$ cat config.mk
export PLATFORM = sky130hd
export DESIGN_NAME = subpix_edge_gen
export DESIGN_NICKNAME = d
export VERILOG_FILES = /design/src/rtl/subpix_edge_pkg.sv /design/src/rtl/subpix_code_dec.sv /design/src/rtl/subpix_edge_ctrl.sv /design/src/rtl/subpix_edge_dp.sv /design/src/rtl/subpix_edge_gen.sv
export SDC_FILE = /design/constraint.sdc
export NUM_CORES = 1
export LEC_CHECK = 0
export ABC_AREA = 1
export BUFFER_PORTS_ARGS = -buffer_cell sky130_fd_sc_hd__buf_4
export CAP_MARGIN = 40
export CELL_PAD_IN_SITES_DETAIL_PLACEMENT = 1
export CELL_PAD_IN_SITES_GLOBAL_PLACEMENT = 2
export CORE_UTILIZATION = 41
export DETAILED_ROUTE_END_ITERATION = 8
export PLACE_DENSITY = 0.81
export SLEW_MARGIN = 20
export SYNTH_ARGS = -nofsm -noshare
export SYNTH_HDL_FRONTEND = slang
export SYNTH_SLANG_ARGS = --single-unit
export TNS_END_PERCENT = 10
$ cat constraint.sdc
create_clock -name clk -period 5.9 [get_ports clk]
set_clock_uncertainty 0.05 [all_clocks]
set_input_delay 0.59 -clock clk [delete_from_list [all_inputs] [get_ports clk]]
set_output_delay 0.59 -clock clk [all_outputs]
set_load 0.01 [all_outputs]
$ cat src/rtl/subpix_edge_pkg.sv
package subpix_edge_pkg;

  localparam int QUADS          = 4;
  localparam int STEPS_PER_QUAD = 12;
  localparam int TICKS          = QUADS * STEPS_PER_QUAD;
  localparam int CODE_W         = 6;
  localparam int STEP_W         = CODE_W - 2;
  localparam int TICK_W         = $clog2(TICKS);

  typedef logic [TICK_W-1:0] tick_t;
  typedef logic [CODE_W-1:0] code_t;

  // strobes from control to datapath, all referring to the tick being entered
  typedef struct packed {
    logic periodWrap;
    logic riseHit;
    logic fallHit;
    logic dataHit;
  } edge_strobe_t;

  localparam tick_t RISE_RESET  = tick_t'(0);
  localparam tick_t FALL_RESET  = tick_t'(TICKS / 2);
  localparam tick_t PHASE_RESET = tick_t'(0);

endpackage

$ cat src/rtl/subpix_code_dec.sv
module subpix_code_dec
  import subpix_edge_pkg::*;
(
  input  code_t code,
  output tick_t loc,
  output logic  legal
);

  localparam logic [STEP_W-1:0] STEP_LIMIT = STEP_W'(STEPS_PER_QUAD);

  logic [1:0]        quad;
  logic [STEP_W-1:0] step;

  always_comb begin
    quad  = code[CODE_W-1 -: 2];
    step  = code[STEP_W-1:0];
    legal = step < STEP_LIMIT;
    loc   = tick_t'(quad) * tick_t'(STEPS_PER_QUAD) + tick_t'(step);
  end

endmodule

$ cat src/rtl/subpix_edge_ctrl.sv
module subpix_edge_ctrl
  import subpix_edge_pkg::*;
(
  input  logic         clk,
  input  logic         rstN,
  input  code_t        riseCode,
  input  code_t        fallCode,
  input  tick_t        phaseSel,
  output edge_strobe_t strobe,
  output logic         pixStart,
  output logic         codeErr
);

  localparam int    NUM_EDGES = 2;
  localparam tick_t LAST_TICK = tick_t'(TICKS - 1);

  tick_t tickCnt, tickNext;
  logic  wrap;

  tick_t riseAct, fallAct, phaseAct;
  tick_t riseNew, fallNew, phaseNew;
  tick_t riseSel, fallSel, phaseSelAct;
  logic  errReg;
  logic  phaseLegal;

  code_t              codeArr  [NUM_EDGES];
  tick_t              locArr   [NUM_EDGES];
  logic [NUM_EDGES-1:0] legalVec;

  assign codeArr[0] = riseCode;
  assign codeArr[1] = fallCode;

  for (genvar g = 0; g < NUM_EDGES; g++) begin : g_dec
    subpix_code_dec u_dec (
      .code  (codeArr[g]),
      .loc   (locArr[g]),
      .legal (legalVec[g])
    );
  end

  always_comb begin
    wrap       = (tickCnt == LAST_TICK);
    tickNext   = wrap ? '0 : tickCnt + tick_t'(1);
    phaseLegal = phaseSel < tick_t'(TICKS);
    riseNew    = legalVec[0] ? locArr[0] : riseAct;
    fallNew    = legalVec[1] ? locArr[1] : fallAct;
    phaseNew   = phaseLegal  ? phaseSel  : phaseAct;
    riseSel     = wrap ? riseNew  : riseAct;
    fallSel     = wrap ? fallNew  : fallAct;
    phaseSelAct = wrap ? phaseNew : phaseAct;
  end

  always_ff @(posedge clk) begin
    if (!rstN) begin
      tickCnt  <= '0;
      riseAct  <= RISE_RESET;
      fallAct  <= FALL_RESET;
      phaseAct <= PHASE_RESET;
      errReg   <= 1'b0;
    end else begin
      tickCnt <= tickNext;
      if (wrap) begin
        riseAct  <= riseNew;
        fallAct  <= fallNew;
        phaseAct <= phaseNew;
        errReg   <= !(&legalVec) || !phaseLegal;
      end
    end
  end

  always_comb begin
    strobe.periodWrap = wrap;
    strobe.riseHit    = (tickNext == riseSel);
    strobe.fallHit    = (tickNext == fallSel);
    strobe.dataHit    = (tickNext == phaseSelAct);
  end

  assign pixStart = (tickCnt == '0);
  assign codeErr  = errReg;


  tick_range_chk: assert property (@(posedge clk) disable iff (!rstN)
    tickCnt < tick_t'(TICKS));


  tick_step_chk: assert property (@(posedge clk) disable iff (!rstN)
    !wrap |=> tickCnt == $past(tickCnt) + tick_t'(1));


  mid_period_hold_chk: assert property (@(posedge clk) disable iff (!rstN)
    !wrap |=> ($stable(riseAct) && $stable(fallAct) && $stable(phaseAct)));


  legal_loc_chk: assert property (@(posedge clk) disable iff (!rstN)
    riseAct < tick_t'(TICKS) && fallAct < tick_t'(TICKS) && phaseAct < tick_t'(TICKS));

endmodule

$ cat src/rtl/subpix_edge_dp.sv
module subpix_edge_dp
  import subpix_edge_pkg::*;
#(
  parameter int DATA_W  = 10,
  parameter int LATENCY = 11
) (
  input  logic              clk,
  input  logic              rstN,
  input  edge_strobe_t      strobe,
  input  logic [DATA_W-1:0] sampleIn,
  output logic              hClk,
  output logic              hClkN,
  output logic [DATA_W-1:0] dataOut
);

  localparam int STAGES = LATENCY + 1;

  logic [DATA_W-1:0] pipe [STAGES];

  always_ff @(posedge clk) begin
    if (!rstN) begin
      pipe[0] <= '0;
    end else if (strobe.periodWrap) begin
      pipe[0] <= sampleIn;
    end
  end

  for (genvar s = 1; s < STAGES; s++) begin : g_stage
    always_ff @(posedge clk) begin
      if (!rstN) begin
        pipe[s] <= '0;
      end else if (strobe.periodWrap) begin
        pipe[s] <= pipe[s-1];
      end
    end
  end

  always_ff @(posedge clk) begin
    if (!rstN) begin
      dataOut <= '0;
    end else if (strobe.dataHit) begin
      dataOut <= strobe.periodWrap ? pipe[STAGES-2] : pipe[STAGES-1];
    end
  end

  always_ff @(posedge clk) begin
    if (!rstN) begin
      hClk <= 1'b1;
    end else if (strobe.riseHit && !strobe.fallHit) begin
      hClk <= 1'b1;
    end else if (strobe.fallHit && !strobe.riseHit) begin
      hClk <= 1'b0;
    end
  end

  assign hClkN = ~hClk;


  rise_edge_chk: assert property (@(posedge clk) disable iff (!rstN)
    (strobe.riseHit && !strobe.fallHit) |=> hClk);


  fall_edge_chk: assert property (@(posedge clk) disable iff (!rstN)
    (strobe.fallHit && !strobe.riseHit) |=> !hClk);


  equal_hold_chk: assert property (@(posedge clk) disable iff (!rstN)
    (strobe.riseHit && strobe.fallHit) |=> $stable(hClk));


  data_hold_chk: assert property (@(posedge clk) disable iff (!rstN)
    !strobe.dataHit |=> $stable(dataOut));

endmodule

$ cat src/rtl/subpix_edge_gen.sv
module subpix_edge_gen
  import subpix_edge_pkg::*;
#(
  parameter int DATA_W  = 10,
  parameter int LATENCY = 11
) (
  input  logic              clk,
  input  logic              rstN,
  input  logic [5:0]        riseCode,
  input  logic [5:0]        fallCode,
  input  logic [5:0]        phaseSel,
  input  logic [DATA_W-1:0] sampleIn,
  output logic              hClk,
  output logic              hClkN,
  output logic              pixStart,
  output logic [DATA_W-1:0] dataOut,
  output logic              codeErr
);

  edge_strobe_t strobe;

  subpix_edge_ctrl u_ctrl (
    .clk      (clk),
    .rstN     (rstN),
    .riseCode (riseCode),
    .fallCode (fallCode),
    .phaseSel (phaseSel),
    .strobe   (strobe),
    .pixStart (pixStart),
    .codeErr  (codeErr)
  );

  subpix_edge_dp #(
    .DATA_W  (DATA_W),
    .LATENCY (LATENCY)
  ) u_dp (
    .clk      (clk),
    .rstN     (rstN),
    .strobe   (strobe),
    .sampleIn (sampleIn),
    .hClk     (hClk),
    .hClkN    (hClkN),
    .dataOut  (dataOut)
  );

endmodule

======== After elaboration in Yosys (flattened, before gate mapping) ========
Memory sizes are Yosys's and may differ from the RTL's. A register that Yosys moved wholly into a read port is not among the register bits.
Index checks and enable logic that the tools add are counted.
storage, ports and cells
  bits in registers ....................... 26
  RAM bits ................................ 120
  input bits .............................. 30
  output and inout port bits .............. 14
  logic and storage cells ................. 67
  memories ................................ 1
operators by class
  add/subtract/negate cells ............... 3
  multipliers ............................. 2
  magnitude comparators ................... 3
  eq/ne operators ......................... 4
  muxes and demuxes ....................... 23
  bitwise gates (word level) .............. 14
  reduce and logical (&&, ||, !) cells .... 11
memories
  name       words  width  rd ports  clocked after memory_dff  wr ports  RTL line              RTL
  u_dp.pipe  12     10     12        1                         12        subpix_edge_dp.sv:18  logic [DATA_W-1:0] pipe [STAGES];
operator list
  kind                                               number
  two-way mux 10 bit                                 12
  two-way mux 6 bit                                  7
  == test 6 bit                                      3
  adder 6 x 4 -> 6 bit                               2
  bitwise OR 1 bit                                   12
  less-than comparator 4 bit, second input constant  2
  multiplier 2 x 2 -> 4 bit, second input constant   2
  adder 6 x 1 -> 6 bit, second input constant        1
  == test 6 bit, second input constant               1
  logical NOT 6 bit                                  1
  less-than comparator 6 bit, second input constant  1
  logical NOT 1 bit                                  5
  two-way mux 1 bit                                  4
  logical AND 1 bit                                  2
  NOT 1 bit                                          2
  AND reduction 2 bit                                1
  OR reduction 2 bit                                 1
  logical OR 1 bit                                   1

======== Logic depth before layout (Yosys ltp) ========
Gate-level depths: netlist (run 1).
  word-level depth ........................ 8
  mapped depth ............................ 17
  mapped depth without buffers ............ 17

======== Cells and area by module ========
A second synthesis (run 1) with hierarchy kept.
unflattened totals
  cell total of the unflattened synthesis .. 780
  area total of the unflattened synthesis .. 7018.0 µm²
modules (own cells, without submodules)
  module            instances  cells each  area each (µm²)  sequential area each (µm²)
  subpix_edge_dp    1          459         5016.1           3723.6
  subpix_edge_ctrl  1          275         1694.1           500.5
  subpix_code_dec   2          23          153.9            0.0

======== Worst setup path before layout (run 1) ========
OpenSTA, ideal clock, no wires.
  path type ............................... register to register
  from .................................... reg u_ctrl.tickCnt[0]
  to ...................................... reg u_dp.dataOut[0]
  library setup time ...................... 115 ps
  arrival time ............................ 2378 ps
  data required time ...................... 5735 ps
  path slack .............................. 3357 ps
  stages on the path, launching flop included .. 13
  path buffers ............................ 2
  period minus slack after synthesis ...... 2543 ps
  cell sequence ........................... dfxtp_1 -> ha_1 -> nand2_2 -> nor2_4 -> nand2_2 -> buf_4 -> nand2_1 -> buf_4 -> o22ai_2 -> inv_1 -> nand3_1 -> nand2_1 -> nor2_1
between the ends
  cells in the longest elaborated chain, start to end .. 3
  elaborated cells between the ends (all ways) .. 5
  classes of those cells .................. 1 x add/sub; 2 x eq/ne; 2 x mux
ends and longest elaborated chain
  item                                                   RTL line                                        RTL
  start: declaration                                     subpix_edge_ctrl.sv:17                          tick_t tickCnt, tickNext;
  start signal: assignment                               subpix_edge_ctrl.sv:61                          tickCnt <= tickNext;
  adder 6 x 1 -> 6 bit or == test 6 bit (tied branches)  subpix_edge_ctrl.sv:43, subpix_edge_ctrl.sv:42
  two-way mux 6 bit, on equally long branches            subpix_edge_ctrl.sv:43, subpix_edge_ctrl.sv:50
  == test 6 bit *                                        subpix_edge_ctrl.sv:75                          strobe.dataHit = (tickNext == phaseSelAct);
  end signal: assignment                                 subpix_edge_dp.sv:42                            dataOut <= strobe.periodWrap ? pipe[STAGES-2] : pipe[STAGES-1];
  end: declaration                                       subpix_edge_dp.sv:13                            output logic [DATA_W-1:0] dataOut
Mark *: on every way between the ends. The rest lies on a longest branch, timed or not.
A chain may end at the register's enable or synchronous reset.

==> flow_summary.json, run 1 <==
{
  "outcome": "finished clean",
  "yosys_warnings": 0,
  "route.vias.total": 4940,
  "r2r-end": "u_dp.pipe[0][7]",
  "syn-cell-area_um2": 7120,
  "start_kind": "flop",
  "initial_core_util_pct": 42.5,
  "r2r-start": "u_ctrl.tickCnt[0]",
  "fin_nets": 869,
  "cp_max_fo": 58,
  "rrSetupSlack_ns": 2.75,
  "power.total_mw": 2.45,
  "die_w_um": 134,
  "max_freq_mhz": 317,
  "drive_gt1_share_pct": 13.2,
  "synth-edff-count": 110,
  "post_drt_wl_per_cell_um": 13.4,
  "clockBufferDepth": 2,
  "grt_util_met1_pct": 21.5,
  "busiest_layer": "met2",
  "ff2ff_path_depth": 6,
  "use_met3_pct": 3.48,
  "htree_num_levels": 4,
  "core-area_um2": 16800,
  "worst_ep_required_time_ns": 5.91,
  "final_core_util_pct": 48.6,
  "syn_to_final_growth_pct": 14.3,
  "syn_nets": 830,
  "fin_ws_ns": 2.75,
  "drt.antenna.violating_nets": 0,
  "drtIter0Drc": 213,
  "ios": 44,
  "cts_resized": 0,
  "cap_violations": 0,
  "hold_path_end": "u_ctrl.phaseAct[1]",
  "async_reset_ff_share_pct": 0,
  "hp-class": "in2reg",
  "ys.flop_type": "edfxtp_1",
  "rsz0062_at_grt": "false",
  "syn_avg_cell_area_um2": 9.04,
  "worst_skew_pair.late_latency_ns": 0.42,
  "cts_setup_buffers": 0,
  "synth_top_area_share_pct": 46.4,
  "drc_errors": 0,
  "ys_seq_area_share_pct": 59.3,
  "routed_via_density": 4.66,
  "syn_inst": 788,
  "layout_min_cycle_time_ns": 3.15,
  "firstDrtPassIters": 4,
  "synth-seq-cells": 156,
  "port_buffers": 43,
  "clockRootBuffer": "clkbuf_16",
  "synth_area_leader_cell": "edfxtp_1",
  "gp_congestion": 0.782,
  "tns_ns": 0,
  "finalSetupViolCount": 0,
  "met2_usage_pct": 30.2,
  "die_h_um": 134,
  "wirelength_um": 14200,
  "num_rows": 47,
  "finalInstanceArea_um2": 8140,
  "tritoncts": "yes",
  "grt-ovfl-total": 0,
  "power_leakage_nw": 3.64,
  "cp-end-kind": "flop",
  "dieArea_um2": 17900,
  "p_per_area_nw_per_um2": 300,
  "cts_buffers": 17,
  "synth.distinct_cells": 34,
  "path_clk_slew_ns": 0.06,
  "hold_depth": 3,
  "placed_cell_area_um2": 7570,
  "hold_slack_ns": 0.413,
  "cts_num_sinks": 156,
  "n_antenna_cell": 0,
  "antenna_found_initial": 0,
  "post-place-ws_ns": 2.68,
  "postCtsHoldBufs": 0,
  "grt_pass1_vias": 5100,
  "post-route-period-util_pct": 53.4,
  "dp_hpwl_um": 9380,
  "grt_max_degree": 66,
  "irDropWorstVdd_mv": 0.174,
  "dp_cells": 1028,
  "crit_arrival_ns": 3.16,
  "report.final.hold_viol_count": 0,
  "tightest_slew_ns": 0.797,
  "grtUsageTotal_pct": 17.4,
  "layout.cells.non_filler": 1060,
  "hp-start": "phaseSel[1]",
  "finalMaxSlewViolations": 0,
  "ys_top_cells_by_area": "edfxtp_1 (46%), dfxtp_1 (13%), inv_1 (9.9%)",
  "grt_first_pass_wirelength_um": 24400,
  "relSlewSlack_pct": 46.8,
  "path_class": "reg2reg"
}
## kinds of logic (layout without fill, tap and decap cells)
family / after synthesis / after routing / share of synthesized area, %
fa+ha+maj: 12 / 12 / 2.32
compound gates: 37 / 37 / 3.65
xor+xnor: 2 / 2 / 0.246
flops: 156 / 156 / 59.3
simple gates: 364 / 364 / 21.7
buf+inv: 217 / 269 / 12.7
## critical path, cell delays in order, from the launching register on
cell and delay, ns:
dfxtp_1 0.44, ha_1 0.28, nand2_2 0.09, nor2_4 0.12, nand2_2 0.44, nand2_4 0.79
buf_4 0.56
## power breakdown
| part | switching, mW | internal [mW] |
|---|---|---|
| clock network | 0.444 | 0.623 |
| registers | 0.0139 | 1.20 |
| logic | 0.102 | 0.0594 |
## area by class of cell
type | instances | area [um^2]
clock buffer | 18 | 429
inverter | 190 | 713
multi-input combinational | 415 | 2000
clock inverter | 14 | 143
fill | 1959 | 8620
timing repair buffer | 47 | 353
tap | 220 | 275
sequential | 156 | 4220
## layer usage
metal	share of wire, %	vias up
met1	45	2370
met5	0	-
li1	-	2492
met2	50	60
met4	1.4	0
met3	3.3	18
## cell usage after synthesis, types with 2 or more instances
| cell type | count |
|---|---|
| inv_1 | 187 |
| nor2_1 | 147 |
| nand2_1 | 140 |
| edfxtp_1 | 110 |
| dfxtp_1 | 46 |
| nand3_1 | 44 |
| a21oi_1 | 16 |
| buf_2 | 11 |
| ha_1 | 10 |
| nand2_2 | 10 |
| nand4_1 | 9 |
| o22ai_2 | 8 |
| buf_6 | 7 |
| o21ai_0 | 7 |
| buf_4 | 4 |
| nand3_2 | 4 |
| nor2_4 | 4 |
| clkbuf_1 | 3 |
| fa_1 | 2 |
| inv_2 | 2 |
| nand2_4 | 2 |
| o22ai_1 | 2 |
| xor2_1 | 2 |
## sequential cells by signal, summed over array words and instances, names as in the netlist
name             flops
u_dp.pipe          120
u_dp.dataOut        10
u_ctrl.fallAct       6
u_ctrl.phaseAct      6
u_ctrl.riseAct       6
u_ctrl.tickCnt       6
u_ctrl.codeErr       1
u_dp.hClk            1
## worst max-delay path by stage
stage / slack [ns] / cells past startpoint / endpoint / startpoint
3_3_place_gp: 2.78 / 6 / u_dp.pipe[0][0] / u_ctrl.tickCnt[0]
3_5_place_dp: 2.68 / 6 / u_dp.pipe[0][0] / u_ctrl.tickCnt[0]
6_report: 2.75 / 6 / u_dp.pipe[0][7] / u_ctrl.tickCnt[0]
4_1_cts: 2.68 / 6 / u_dp.pipe[3][0] / u_ctrl.tickCnt[0]
5_1_grt: 2.46 / 6 / u_dp.pipe[0][4] / u_ctrl.tickCnt[0]
2_1_floorplan: 3.36 / 12 / u_dp.dataOut[0] / u_ctrl.tickCnt[0]
## placed cells by master (no fill, tap or decap), drive strengths merged, types with 17 or more instances in the layout
cell type,n
nor2,152
dfxtp,46
nand3,48
buf,47
inv,192
edfxtp,110
nand2,152
clkbuf,18
a21oi,17
No activity file was read; power rests on OpenSTA's default activity.
==> inputs of run 2 (changes only) <==
--- a/config.mk
+++ b/config.mk
@@ -10,9 +10,9 @@
 export CAP_MARGIN = 40
 export CELL_PAD_IN_SITES_DETAIL_PLACEMENT = 1
 export CELL_PAD_IN_SITES_GLOBAL_PLACEMENT = 2
-export CORE_UTILIZATION = 41
+export CORE_UTILIZATION = 38
 export DETAILED_ROUTE_END_ITERATION = 8
-export PLACE_DENSITY = 0.81
+export PLACE_DENSITY = 0.76
 export SLEW_MARGIN = 20
 export SYNTH_ARGS = -nofsm -noshare
 export SYNTH_HDL_FRONTEND = slang
==> constraint.sdc (replaced) <==
create_clock -name clk -period 3.1 [get_ports clk]
set_clock_uncertainty 0.05 [all_clocks]
set_input_delay 0.31 -clock clk [delete_from_list [all_inputs] [get_ports clk]]
set_output_delay 0.31 -clock clk [all_outputs]
set_load 0.01 [all_outputs]
==> run 2 against run 1 <==
  * The run now ends with design-rule violations left
  * Die area rose by 7.8%
  * Total power rose by 89%
  * Fmax up 19%
  * Combinational power grew 96%
  * Clock power increased by 85%
==> flow_summary.json, run 2 (synthesized netlist as in run 1, its figures left out) <==
{
  "hp-class": "in2reg",
  "die_h_um": 139,
  "route.vias.total": 4992,
  "wirelength_um": 14800,
  "gp_congestion": 0.795,
  "layout_min_cycle_time_ns": 2.65,
  "dp_hpwl_um": 10000,
  "post-route-period-util_pct": 85.6,
  "irDropWorstVdd_mv": 0.400,
  "path_class": "reg2reg",
  "rsz0062_at_grt": "false",
  "syn_to_final_growth_pct": 15.0,
  "grt_max_degree": 86,
  "grt_util_met1_pct": 20.2,
  "worst_skew_pair.late_latency_ns": 0.42,
  "cp_num_buf_inv": 0,
  "cp_max_fo": 25,
  "postCtsHoldBufs": 0,
  "outcome": "complete, but fails checks",
  "cp-end-kind": "flop",
  "antenna_found_initial": 0,
  "report.final.hold_viol_count": 0,
  "grtUsageTotal_pct": 16.6,
  "grt_pass1_vias": 5167,
  "initial_core_util_pct": 39.3,
  "drive_gt1_share_pct": 13.2,
  "relSlewSlack_pct": 49.3,
  "num_rows": 49,
  "power.total_mw": 4.61,
  "tritoncts": "yes",
  "grt-ovfl-total": 0,
  "max_freq_mhz": 377,
  "drt.antenna.violating_nets": 0,
  "routed_via_density": 4.66,
  "clockBufferDepth": 2,
  "violations": "design-rule violations",
  "layout_common_cells": "inv_1 (187), nor2_1 (147), nand2_1 (139), edfxtp_1 (110)",
  "core-area_um2": 18100,
  "use_met3_pct": 3.31,
  "start_kind": "flop",
  "cap_violations": 0,
  "post_drt_wl_per_cell_um": 13.8,
  "crit_slowest_cell": "dfxtp_1",
  "firstDrtPassIters": 8,
  "htree_num_levels": 4,
  "n_antenna_cell": 0,
  "tns_ns": 0,
  "clockRootBuffer": "clkbuf_16",
  "finalMaxSlewViolations": 0,
  "reg_top3": "u_dp.pipe (120), u_dp.dataOut (10)",
  "final_common_cell": "inv_1",
  "ios": 44,
  "path_clk_slew_ns": 0.06,
  "drc_errors": 4,
  "cts_setup_buffers": 0,
  "port_buffers": 43,
  "cts_buffers": 17,
  "met2_usage_pct": 28.4,
  "cts_resized": 0,
  "crit_family": "simple AND/OR/NAND/NOR gates",
  "grt_first_pass_wirelength_um": 24900,
  "power_leakage_nw": 3.65,
  "busiest_layer": "met2",
  "dieArea_um2": 19300,
  "crit_arrival_ns": 2.92,
  "worst_ep_required_time_ns": 3.37,
  "cp_slowest_stage_delay_ns": 0.43,
  "cts_num_sinks": 156,
  "p_per_area_nw_per_um2": 563,
  "crit_chain": "ha_1 > nand2_2 > nor2_4 > nand2_2 > nand3_1 > nand3_1 > nand2_1 > nand2_2 > nor2_4 > nand3_1 > nand2_1 > nor2_1",
  "finalSetupViolCount": 0,
  "regMostFlops": "u_dp.pipe",
  "drtIter0Drc": 246,
  "die_w_um": 139,
  "tightest_slew_ns": 0.759,
  "fin_nets": 871,
  "largest_register_ffs": 120
}
-- run 2: cell types whose count changed in the layout (fill, tap and decap cells not counted) --
| cell | delta |
|---|---|
| buf_12 | +3 |
| inv_6 | -1 |
| clkbuf_8 | +2 |
| clkinvlp_4 | +2 |
| clkinv_2 | -2 |
| clkbuf_1 | +2 |
| bufinv_16 | -1 |
| buf_4 | -1 |
| clkinv_4 | -2 |
-- run 2: final timing paths --
| path | from | to | slack, ns | cells after the start |
|---|---|---|---|---|
| min | sampleIn[8] | u_dp.pipe[0][8] | 0.13 | 3 |
| max | u_ctrl.tickCnt[0] | u_dp.dataOut[7] | 0.45 | 12 |
| max reg2reg | u_ctrl.tickCnt[0] | u_dp.dataOut[7] | 0.45 | 12 |
| min reg2reg | u_dp.hClk | u_dp.hClk | 0.42 | 2 |
-- run 2: through the flow --
step | hold slack [ns] | setup slack, ns | std cells | util [%] | instance area, um^2
finish | 0.130 | 0.447 | 1071 | 45.1 | 8190
global route | 0.146 | 0.166 | 1071 | 45.1 | 8190
CTS | 0.107 | 0.404 | 1071 | 45.1 | 8190
detailed placement | 0.406 | 0.432 | 1039 | 42.1 | 7630
global placement | 0.404 | 0.577 | 1039 | 42.1 | 7630
floorplan | 0.381 | 0.557 | 788 | - | 7120
-- run 2: final cells by class --
class                      instances  area, um^2
multi-input combinational        415        2000
fill                            2126        9960
clock buffer                      22         464
tap                              229         287
inverter                         190         713
sequential                       156        4220
timing repair buffer              49         405
clock inverter                    10        91.3
-- run 2: where the power goes --
| part | total [mW] | leakage [nW] | switching (mW) | internal (mW) |
|---|---|---|---|---|
| combinational | 0.315 | 1.88 | 0.198 | 0.117 |
| clock | 1.98 | 0.261 | 0.834 | 1.15 |
| sequential | 2.32 | 1.51 | 0.0272 | 2.29 |
-- run 2: worst min-delay path, delay by kind of cell --
| kind | cells | cell delay [ns] |
|---|---|---|
| buffers and inverters | 2 | 0.10 |
| and+or+nand+nor | 1 | 0.08 |
-- run 2: layer usage --
metal / up-vias / share of wire [%] / wire [um]
met1: 2397 / 45 / 6690
met3: 26 / 3.4 / 508
met5: - / 0 / 0
met2: 78 / 49 / 7270
met4: 0 / 2.1 / 313
li1: 2491 / - / -
